### config.mk
export PLATFORM = sky130hd
export DESIGN_NAME = csdec_top
export DESIGN_NICKNAME = d
export VERILOG_FILES = /design/src/rtl/csdec_pkg.sv /design/src/rtl/csdec_bankregs.sv /design/src/rtl/csdec_window.sv /design/src/rtl/csdec_select.sv /design/src/rtl/csdec_top.sv
export SDC_FILE = /design/constraint.sdc
export NUM_CORES = 1
export LEC_CHECK = 0
export BUFFER_PORTS_ARGS = -buffer_cell sky130_fd_sc_hd__clkbuf_2
export CAP_MARGIN = 25
export CORE_ASPECT_RATIO = 1.4
export CORE_MARGIN = 10
export CORE_UTILIZATION = 45
export CTS_BUF_LIST = sky130_fd_sc_hd__clkbuf_2 sky130_fd_sc_hd__clkbuf_4 sky130_fd_sc_hd__clkbuf_8
export DETAILED_ROUTE_END_ITERATION = 7
export PLACE_DENSITY = 0.68
export SYNTH_ARGS = -nofsm -noshare
export SYNTH_HDL_FRONTEND = slang
export SYNTH_SLANG_ARGS = --single-unit
### constraint.sdc
create_clock -name clk -period 3.2 [get_ports clk]
set_input_delay 0.48 -clock clk [delete_from_list [all_inputs] [get_ports clk]]
set_output_delay 0.48 -clock clk [all_outputs]
set_load 0.1 [all_outputs]
### src/rtl/csdec_pkg.sv
package csdec_pkg;
  // Lowest address bit that takes part in window comparison (128 KiB units).
  localparam int WIN_LSB   = 17;
  localparam int WORD_W    = 32;
  localparam int FIELD_W   = WORD_W - WIN_LSB;   // base/mask field width
  localparam int MASK_LSB  = WIN_LSB - 16;       // mask field lowest bit
  localparam int HOLE_BIT  = 16;                 // always-zero bit
  localparam logic [WORD_W-1:0] WRITE_KEEP = ~(WORD_W'(1) << HOLE_BIT);

  typedef logic [WORD_W-1:0] cfg_word_t;
endpackage

### src/rtl/csdec_bankregs.sv
module csdec_bankregs
  import csdec_pkg::*;
#(
  parameter int NBANK  = 8,
  parameter int RA_W   = 12,
  parameter int OFF    = 'h100,
  parameter int STRIDE = 'h10
) (
  input  logic                          clk,
  input  logic                          rst_n,
  input  logic                          boot_swap,
  input  logic                          reg_we,
  input  logic [RA_W-1:0]               reg_addr,
  input  logic [WORD_W-1:0]             reg_wdata,
  output logic [WORD_W-1:0]             reg_rdata,
  output logic [NBANK-1:0][WORD_W-1:0]  cfg,
  output logic                          swap
);

  logic swap_q;
  logic [NBANK-1:0] wsel;

  // Strap capture: loaded on every edge while reset is held, frozen after.
  always_ff @(posedge clk) begin
    if (!rst_n) swap_q <= boot_swap;
  end
  assign swap = swap_q;

  for (genvar i = 0; i < NBANK; i++) begin : g_bank
    localparam logic [RA_W-1:0] MY_OFF = RA_W'(OFF + STRIDE * i);
    logic [WORD_W-1:1] hi_q, hi_d;
    logic              en_q, en_d;
    logic              ld;

    assign wsel[i] = reg_we && (reg_addr == MY_OFF);
    assign ld      = wsel[i];

    always_comb begin
      hi_d = hi_q;
      en_d = en_q;
      if (ld) begin
        hi_d = reg_wdata[WORD_W-1:1] & WRITE_KEEP[WORD_W-1:1];
        en_d = reg_wdata[0];
      end
    end

    always_ff @(posedge clk or negedge rst_n) begin
      if (!rst_n) hi_q <= '0;
      else if (ld) hi_q <= hi_d;
    end

    if (i == 0) begin : g_boot_en
      // Reset value depends on the strap, so it is loaded on clock edges in reset.
      always_ff @(posedge clk) begin
        if (!rst_n) en_q <= ~boot_swap;
        else if (ld) en_q <= en_d;
      end
    end else begin : g_plain_en
      always_ff @(posedge clk or negedge rst_n) begin
        if (!rst_n) en_q <= 1'b0;
        else if (ld) en_q <= en_d;
      end
    end

    assign cfg[i] = {hi_q, en_q};
  end

  always_comb begin
    reg_rdata = '0;
    for (int i = 0; i < NBANK; i++) begin
      if (reg_addr == RA_W'(OFF + STRIDE * i)) reg_rdata = cfg[i];
    end
  end

  // strap state never moves once reset is released.
  assert_strap_frozen_R10: assert property (@(posedge clk) disable iff (!rst_n)
    $stable(swap_q));

  // at most one bank word is written per cycle.
  assert_single_write_R2: assert property (@(posedge clk) disable iff (!rst_n)
    $onehot0(wsel));

endmodule

### src/rtl/csdec_window.sv
module csdec_window
  import csdec_pkg::*;
#(
  parameter int NBANK = 8
) (
  input  logic [NBANK-1:0][WORD_W-1:0] cfg,
  input  logic [WORD_W-1:0]            acc_addr,
  output logic [NBANK-1:0]             hit
);

  for (genvar i = 0; i < NBANK; i++) begin : g_win
    logic [FIELD_W-1:0] base_f, mask_f, diff;
    logic               en, in_win, all_zero;

    assign base_f   = cfg[i][WORD_W-1:WIN_LSB];
    assign mask_f   = cfg[i][MASK_LSB+FIELD_W-1:MASK_LSB];
    assign en       = cfg[i][0];
    assign diff     = (acc_addr[WORD_W-1:WIN_LSB] ^ base_f) & mask_f;
    assign in_win   = (diff == '0);
    assign all_zero = (cfg[i] == '0);

    if (i < 2) begin : g_boot_bank
      // A cleared word in the two boot banks claims every address.
      assign hit[i] = all_zero | (en & in_win);
    end else begin : g_std_bank
      assign hit[i] = en & in_win;
    end
  end

endmodule

### src/rtl/csdec_select.sv
module csdec_select
  import csdec_pkg::*;
#(
  parameter int NBANK = 8
) (
  input  logic             clk,
  input  logic             rst_n,
  input  logic             swap,
  input  logic             acc_valid,
  input  logic [NBANK-1:0] hit,
  output logic [NBANK-1:0] cs_o,
  output logic             dec_err
);

  localparam int IDX_W = $clog2(NBANK);

  logic [IDX_W-1:0] win;
  logic             found;
  logic [NBANK-1:0] onehot, routed, cs_d, cs_q;
  logic             err_d, err_q;

  // Lowest index wins.
  always_comb begin
    win   = '0;
    found = 1'b0;
    for (int i = 0; i < NBANK; i++) begin
      if (hit[i] && !found) begin
        win   = IDX_W'(i);
        found = 1'b1;
      end
    end
  end

  always_comb begin
    onehot = '0;
    if (found) onehot[win] = 1'b1;
    routed = onehot;
    if (swap) begin
      routed[0] = onehot[1];
      routed[1] = onehot[0];
    end
    cs_d  = acc_valid ? routed : '0;
    err_d = acc_valid & ~found;
  end

  always_ff @(posedge clk or negedge rst_n) begin
    if (!rst_n) begin
      cs_q  <= '0;
      err_q <= 1'b0;
    end else begin
      cs_q  <= cs_d;
      err_q <= err_d;
    end
  end

  assign cs_o    = cs_q;
  assign dec_err = err_q;

  assert_onehot_cs_R9: assert property (@(posedge clk) disable iff (!rst_n)
    $onehot0(cs_o));

  assert_idle_quiet_R9: assert property (@(posedge clk) disable iff (!rst_n)
    !acc_valid |=> (cs_o == '0 && !dec_err));

  assert_err_exclusive_R8: assert property (@(posedge clk) disable iff (!rst_n)
    dec_err |-> (cs_o == '0));

  assert_strobe_answered_R8: assert property (@(posedge clk) disable iff (!rst_n)
    acc_valid |=> (cs_o != '0 || dec_err));

  assert_miss_flags_R8: assert property (@(posedge clk) disable iff (!rst_n)
    (acc_valid && hit == '0) |=> dec_err);

endmodule

### src/rtl/csdec_top.sv
module csdec_top
  import csdec_pkg::*;
#(
  parameter int NBANK  = 8,
  parameter int RA_W   = 12,
  parameter int OFF    = 'h100,
  parameter int STRIDE = 'h10
) (
  input  logic              clk,
  input  logic              rst_n,
  input  logic              boot_swap,
  input  logic              reg_we,
  input  logic [RA_W-1:0]   reg_addr,
  input  logic [31:0]       reg_wdata,
  output logic [31:0]       reg_rdata,
  input  logic              acc_valid,
  input  logic [31:0]       acc_addr,
  output logic [NBANK-1:0]  cs_o,
  output logic              dec_err
);

  logic [NBANK-1:0][WORD_W-1:0] cfg;
  logic                         swap;
  logic [NBANK-1:0]             hit;

  csdec_bankregs #(.NBANK(NBANK), .RA_W(RA_W), .OFF(OFF), .STRIDE(STRIDE)) u_regs (
    .clk       (clk),
    .rst_n     (rst_n),
    .boot_swap (boot_swap),
    .reg_we    (reg_we),
    .reg_addr  (reg_addr),
    .reg_wdata (reg_wdata),
    .reg_rdata (reg_rdata),
    .cfg       (cfg),
    .swap      (swap)
  );

  csdec_window #(.NBANK(NBANK)) u_win (
    .cfg      (cfg),
    .acc_addr (acc_addr),
    .hit      (hit)
  );

  csdec_select #(.NBANK(NBANK)) u_sel (
    .clk       (clk),
    .rst_n     (rst_n),
    .swap      (swap),
    .acc_valid (acc_valid),
    .hit       (hit),
    .cs_o      (cs_o),
    .dec_err   (dec_err)
  );

endmodule

* Yosys cells after proc, flatten, opt, wreduce, memory -nomap -nowiden
Index checks and enable logic that the tools add are counted.
Widths: inputs -> output; s select.
** Word-level totals
- Output and inout bits :: 41
- Bits of input ports :: 81
- Word-level logic and storage cells :: 122
- Bits in registers :: 258
** Operators by class
- Order comparisons :: 2
- Multiplexer cells :: 30
- Reductions and logical operators :: 33
- Bitwise operators :: 29
- Equality and inequality tests :: 9
** Operator list (count)
- $mux 32 :: 8
- $and 15x15->15 :: 8
- $logic_not 15->1 :: 8
- $xor 15x15->15 :: 8
- $eq 12x9->1 const B :: 8
- $logic_not 32->1 :: 2
- $mux 3 :: 6
- $logic_and 1x1->1 :: 16
- $mux 8 :: 2
- $mux 1 :: 12
- $and 1x1->1 :: 9
- $logic_not 1->1 :: 7
- $lt 3x4->1 const B :: 1
- $demux 1 s3 :: 1
- $ge 3x1->1 const B :: 1
- $mux 2 :: 1
- $ne 2x1->1 const B :: 1
- $not 1->1 :: 2
- $or 1x1->1 :: 2

* Depth between registers and ports, before layout
Gate-level depths: netlist (run 1).
- Depth after elaboration :: 34
- Depth in mapped cells :: 9
- Gate-level depth less buffers :: 7

* Modules after synthesis
A second synthesis (run 1) with hierarchy kept.
** Second synthesis, totals
- Cells, all modules :: 1188
- Area total of the unflattened synthesis :: 14124.8 µm²
** By module, submodules not included
- csdec_bankregs :: cells an instance 902, times used 1, area an instance 11788.8 µm²
- csdec_window :: cells an instance 251, times used 1, area an instance 1941.9 µm²
- csdec_select :: cells an instance 35, times used 1, area an instance 394.1 µm²

* Worst setup path before layout (run 1)
OpenSTA, ideal clock, no wires.
- Path kind :: in2out
- Start point :: in reg_addr[0]
- End point :: out reg_rdata[29]
- Path buffers :: 1
- Arrival time :: 4201 ps
- Stages on the path :: 8
- Path slack :: -1481 ps
- Path through :: or4_4 -> nor4_2 -> nand2_1 -> clkbuf_1 -> a2bb2oi_1 -> a21oi_1 -> nor2b_1 -> o21ai_0
** On the way
- Word-level cells in the longest chain between the ends :: 9
- Elaborated cells on any way between the ends :: 16
- Those cells by class :: eq/ne (8); mux (8)
** Ends and longest elaborated chain
- start, declared :: RTL line csdec_top.sv:13 : input logic [RA_W-1:0] reg_addr,
- $eq 12x9->1 :: RTL line csdec_bankregs.sv:71 : if (reg_addr == RA_W'(OFF + STRIDE * i)) reg_rdata = cfg[i];
- $mux 32 (7 in series) :: RTL line csdec_bankregs.sv:71
- $mux 32 (*) :: RTL line csdec_bankregs.sv:71
- end, declared :: RTL line csdec_top.sv:15 : output logic [31:0] reg_rdata,
Mark *: on every way between the ends. The rest lies on a longest branch, timed or not.

* Worst setup path after layout (run 1)
- Start point :: in reg_addr[0]
- End point :: out reg_rdata[31]
The elaborated chain is that of the path after synthesis.

==> results of run 1 <==
==> sequential cells by signal, summed over array words and instances, names as in the netlist <==
signal and count:
u_regs.g_bank.hi_q 240, u_regs.g_bank.en_q 8, u_sel.cs_o 8, u_regs.swap 1, u_sel.dec_err 1
==> critical path: stages <==
cell and delay (ps):
clkbuf_2 80, or4_4 580, nor3_4 210, nand2_1 210, buf_4 270, nor2_1 330, a21oi_1 150, o2111ai_2 160
buf_12 210
==> final cells by class <==
class	count	area [µm²]	share of cell area
multi-input combinational	825	7290	0.436
timing repair buffer	161	1580	0.0945
clock inverter	10	85.1	0.00508
sequential	258	6470	0.386
inverter	4	15.0	0.000897
clock buffer	67	816	0.0487
tap	385	482	0.0288
==> kinds of logic after synthesis <==
logic type      Yosys count  share of synthesized area
xor+xnor                120                     0.0770
simple gates            217                     0.0801
compound gates          183                     0.0937
flops                   258                      0.474
other cells               1                   0.000275
mux                     303                      0.249
buf+inv                  81                     0.0263
==> power by group <==
part           leakage, µW  internal, µW  switching, µW
registers          0.00359          3290           18.4
clock network     0.000472          1700           1380
logic              0.00403           143            352
total              0.00809          5130           1750
==> Yosys cell counts, drive strengths merged (8+ instances only) <==
master   number
a21oi        38
a22oi        79
buf          34
clkbuf       43
dfrtp       256
mux2        270
mux2i        31
nand2        85
nand2b        9
nand3         8
nand4        16
nor2         39
nor2b        12
nor3         18
nor4         16
o2111ai      23
o21ai        18
xor2        120
==> metrics by stage <==
stage / cell area, µm² / setup WS [ps] / utilization / setup TNS (ps) / hold slack, ps
finish: 16700 / 30.0 / 0.559 / 0 / 101
global route: 16700 / 26.0 / 0.559 / 0 / 85.0
CTS: 16700 / 46.6 / 0.558 / 0 / 82.5
detailed placement: 15800 / 51.9 / 0.528 / 0 / 394
global placement: 15800 / 83.4 / 0.528 / 0 / 392
floorplan: 14100 / -241 / - / -241 / 184
==> final timing paths <==
| path | end | cells past startpoint |
|---|---|---|
| worst max-delay path | reg_rdata[31] | 9 |
| worst min-delay path | u_regs.swap$_DFFE_PN_ | 1 |
| worst max register to register | u_sel.cs_o[2]$_DFF_PN0_ | 7 |
| worst min register to register | u_regs.g_bank[4].hi_q[1]$_DFFE_PN0P_ | 1 |
| max in group asynchronous | u_regs.g_bank[2].en_q$_DFFE_PN0P_ | 3 |
| min in group asynchronous | u_regs.g_bank[5].hi_q[27]$_DFFE_PN0P_ | 2 |
==> per-layer routing <==
layer  track usage  vias to the layer above
met2         0.419                      405
li1              -                     4512
met3        0.0444                      127
met1         0.279                     5298
met5             0                        -
met4         0.139                        0
==> timing repair <==
action / in CTS / in global routing
resized for setup: 0 / 2
setup endpoints to repair: 0 / 7
buffers inserted: 0 / 1
hold buffers: 1 / 0
hold endpoints to repair: 38 / 0
==> flow_summary.yaml, run 1 <==
run_status:
  status: "finished, final reports clean"
layout:
  area_growth_pct: 22.6
  final_common_cell: "mux2_2"
  final_cells: 1710
  num_antenna_cells: 0
  nFillCells: 2547
  drive_gt1_frac: 0.416
  fin_nets: 1374
  layout_common_cells: "mux2_2 (262), dfrtp_1 (256), xor2_1 (120)"
global_routing:
  grt_pass1_wl_mm: 69.6
  grt_usage: 0.243
  grt_max_degree: 98
  antenna_found_initial: 0
  grt_overflow_total: 0
  grt_pass1_vias: 10800
logic_synthesis:
  synthDistinctLibCells: 48
  synth_ff_type: "dfrtp_1"
  yosysWarnings: 0
  synth_area_leaders: "dfrtp_1 (47%), mux2_2 (22%), xor2_1 (7.7%)"
  synth_top_cell_by_area: "dfrtp_1"
  yosysSeqAreaShare: 0.474
  synthesis.area_um2: 13600
  synth_edf_count: 2
  synth.top_cell.area_share: 0.469
  syn_inst: 1163
  synth-seq-cells: 258
  avgSynthCellArea_um2: 11.7
  async_reset_ff_frac: 0.992
  synth_nets: 1244
power:
  power.leakage_uw: 0.00809
  total_power_uw: 6880
  peakVddDrop_mv: 0.248
  power_density_nw_per_um2: 411
placement:
  post-dp-hpwl_mm: 35.3
  dp_cells: 1630
  gp_congestion: 0.969
  portBuffers: 102
detailed_routing:
  route.met2.wl_mm: 23.4
  met3_length_mm: 2.64
  drc: 0
  routedWlPerCell_um: 27.5
  first_pass_iters: 5
  antenna_left: 0
  wirelength_mm: 47.0
  maxUsedRoutingLayer: "met4"
  vias: 10300
  drt_first_iter_violations: 866
  met1_length_mm: 18.1
  via_per_inst: 6.05
floorplan:
  initial_utilization: 0.456
  core_um2: 29900
  dieHeight_um: 226
  rows: 75
  die_w_um: 167
  die_area_um2: 37800
  ioPinCount: 122
worst_setup_path:
  critPathLaunchType: "primary input"
  r2r_slack_ps: 690
  worstPathRequired_ps: 2720
  critPathMaxFanout: 13
  critical_path_class: "in -> out"
  crit_arrival_ps: 2690
  r2r-start: "u_regs.g_bank[2].hi_q[29]$_DFFE_PN0P_"
  startpoint: "reg_addr[0]"
  setup.worst_path.end_class: "output port"
flow_run:
  cap_violations: 0
sta:
  max_freq_ghz: 0.315
  fin_crit_sh: 0.991
  finalHoldViolCount: 0
  slew_violations: 0
  tightest_slew_ps: 692
  rsz0062_at_grt: "false"
  period_minus_slack_ps: 3170
  slew-limit-headroom: 0.538
  fin_skew_ps: 23.6
  finalSetupViolCount: 0
clock_network:
  cts_max_path_buffers: 3
  path_clk_slew_ps: 60
  cts-root-buf: "clkbuf_8"
  cts_max_level: 2
  clock-sinks: 258
  cts_made_buffers: 43
  cts_tree: "done"
  clk_latency_ps: 590
hold_path:
  min_from: "boot_swap"
  hold_class: "in -> reg"
No activity file was read; power rests on OpenSTA's default activity.
==> inputs of run 2 (changes only) <==
BUFFER_PORTS_ARGS = -buffer_cell sky130_fd_sc_hd__buf_2   (was -buffer_cell sky130_fd_sc_hd__clkbuf_2)
CORE_UTILIZATION = 62   (was 45)
PLACE_DENSITY = 0.88   (was 0.68)
==> run 2 against run 1 <==
Compared with the run above:
- register-to-register slack lost 190 ps
- setup slack gained 28 ps
- hold slack gained 9.4 ps
- sequential power is essentially flat
- flip-flop and latch count is the same
- final area shrank 1.7%
- critical path type unchanged
- critical endpoint is now reg_rdata[6]
- largest cell class unchanged
==> flow_summary.yaml, run 2 (synthesis gave the netlist of run 1 again) <==
run_status:
  status: "finished, final reports clean"
global_routing:
  grt_max_degree: 88
  grt_pass1_vias: 11000
  grt.met1_usage: 0.373
  grt_overflow_total: 0
  grt_use_met2: 0.507
  grt.busiest_layer: "met2"
  antenna_found_initial: 2
  grt_usage: 0.313
  grt_pass1_wl_mm: 68.3
  grtUsageMet3: 0.0569
sta:
  slew-limit-headroom: 0.556
  fin_skew_ps: 42.5
  finalHoldViolCount: 0
  rsz0062_at_grt: "false"
  slew_violations: 0
  layout_setup_ws_ps: 58.2
  fin_crit_sh: 0.982
  tightest_slew_ps: 666
  max_freq_ghz: 0.318
  period_minus_slack_ps: 3140
  finalSetupViolCount: 0
layout:
  largest_register_ffs: 240
  area_growth_pct: 20.5
  final_common_cell: "mux2_2"
  nFillCells: 1461
  fin_nets: 1359
  fin_util: 0.755
  final_cells: 1604
  layout_common_cells: "mux2_2 (262), dfrtp_1 (256), xor2_1 (120)"
  top_register: "u_regs.g_bank.hi_q"
  drive_gt1_frac: 0.408
detailed_routing:
  routedWlPerCell_um: 28.3
  drt_first_iter_violations: 1184
  via_per_inst: 6.63
  drc: 0
  antenna_left: 0
  wirelength_mm: 45.4
  first_pass_iters: 5
  vias: 10600
hold_path:
  hold_depth: 1
  min_from: "boot_swap"
  holdPathEnd: "u_regs.swap$_DFFE_PN_"
  hold_class: "in -> reg"
power:
  peakVddDrop_mv: 0.353
  total_power_uw: 6690
  power_density_nw_per_um2: 407
  power.leakage_uw: 0.00799
clock_network:
  clk_latency_ps: 570
  cts_tree: "done"
  clock-sinks: 258
  cts_made_buffers: 40
  cts-root-buf: "clkbuf_8"
  cts_max_path_buffers: 3
  cts_max_level: 2
  path_clk_slew_ps: 70
worst_setup_path:
  reg2regPathDepth: 7
  startpoint: "reg_addr[0]"
  critical_path_class: "in -> out"
  r2r-start: "u_regs.g_bank[3].hi_q[31]$_DFFE_PN0P_"
  crit_arrival_ps: 2660
  r2r_end: "u_sel.cs_o[1]$_DFF_PN0_"
  critPathSlowestCell: "or4_4"
  critPathBufInv: 3
  path_cells: "buf_2 > or4_4 > nor3_4 > nand2_1 > buf_4 > nor2_1 > a21oi_1 > o2111ai_4 > buf_12"
  r2r_slack_ps: 500
  cpPeakStageDelay_ps: 580
  worstPathRequired_ps: 2720
  setup.worst_path.end_class: "output port"
  critPathLaunchType: "primary input"
  critPathMaxFanout: 16
  path_delay_family: "simple AND/OR/NAND/NOR gates"
floorplan:
  initial_utilization: 0.627
  die_area_um2: 28400
  rows: 64
  core_um2: 21800
  dieHeight_um: 196
  die_w_um: 145
  ioPinCount: 122
placement:
  pre_cts_ws_ps: 35.7
  dp_cells: 1532
  portBuffers: 102
  gp_congestion: 0.977
  post-dp-hpwl_mm: 33.4
flow_run:
  cap_violations: 0
run 2: area by class of cell:
type	instances	area, µm²	share of cell area
diodes	2	5.00	0.000304
clock buffers	63	779	0.0474
clock inverters	6	48.8	0.00297
inverters	4	15.0	0.000913
multi-input cells	824	7300	0.444
flip-flops and latches	258	6470	0.393
well taps	297	372	0.0226
repair buffers	150	1460	0.0889
run 2: stage by stage:
step                      TNS (ps)  area [µm²]  hold WS (ps)
after floorplan               -241       14100           184
after global placement           0       15600           429
after detailed placement         0       15600           429
after CTS                        0       16400           109
after global routing             0       16400           115
final                            0       16400           110
run 2: how the worst max path moves through the flow:
stage,end,slack [ps],depth (start not counted)
detailed placement,reg_rdata[9],40,10
global placement,reg_rdata[9],70,10
CTS,reg_rdata[9],30,10
floorplan,reg_rdata[29],-240,8
global route,reg_rdata[11],20,10
finish,reg_rdata[6],60,9
run 2: layer usage:
metal  part of all wire  routed length [µm]
met3              0.078                3550
met5                  0                   0
met1               0.37               16700
met2               0.48               21700
met4              0.078                3530
run 2: power breakdown:
| group | total (µW) | internal (µW) | switching [µW] |
|---|---|---|---|
| registers | 3300 | 3280 | 18.5 |
| logic | 491 | 137 | 354 |
| clock network | 2890 | 1550 | 1340 |
| total | 6690 | 4970 | 1710 |
run 2: repair_timing:
item                                    4_1_cts  5_1_grt
endpoints found under the hold margin        48        0
hold buffers                                  1        0
buffers inserted                              0        0
resized for setup                             0        6
endpoints found under the setup margin        0        9
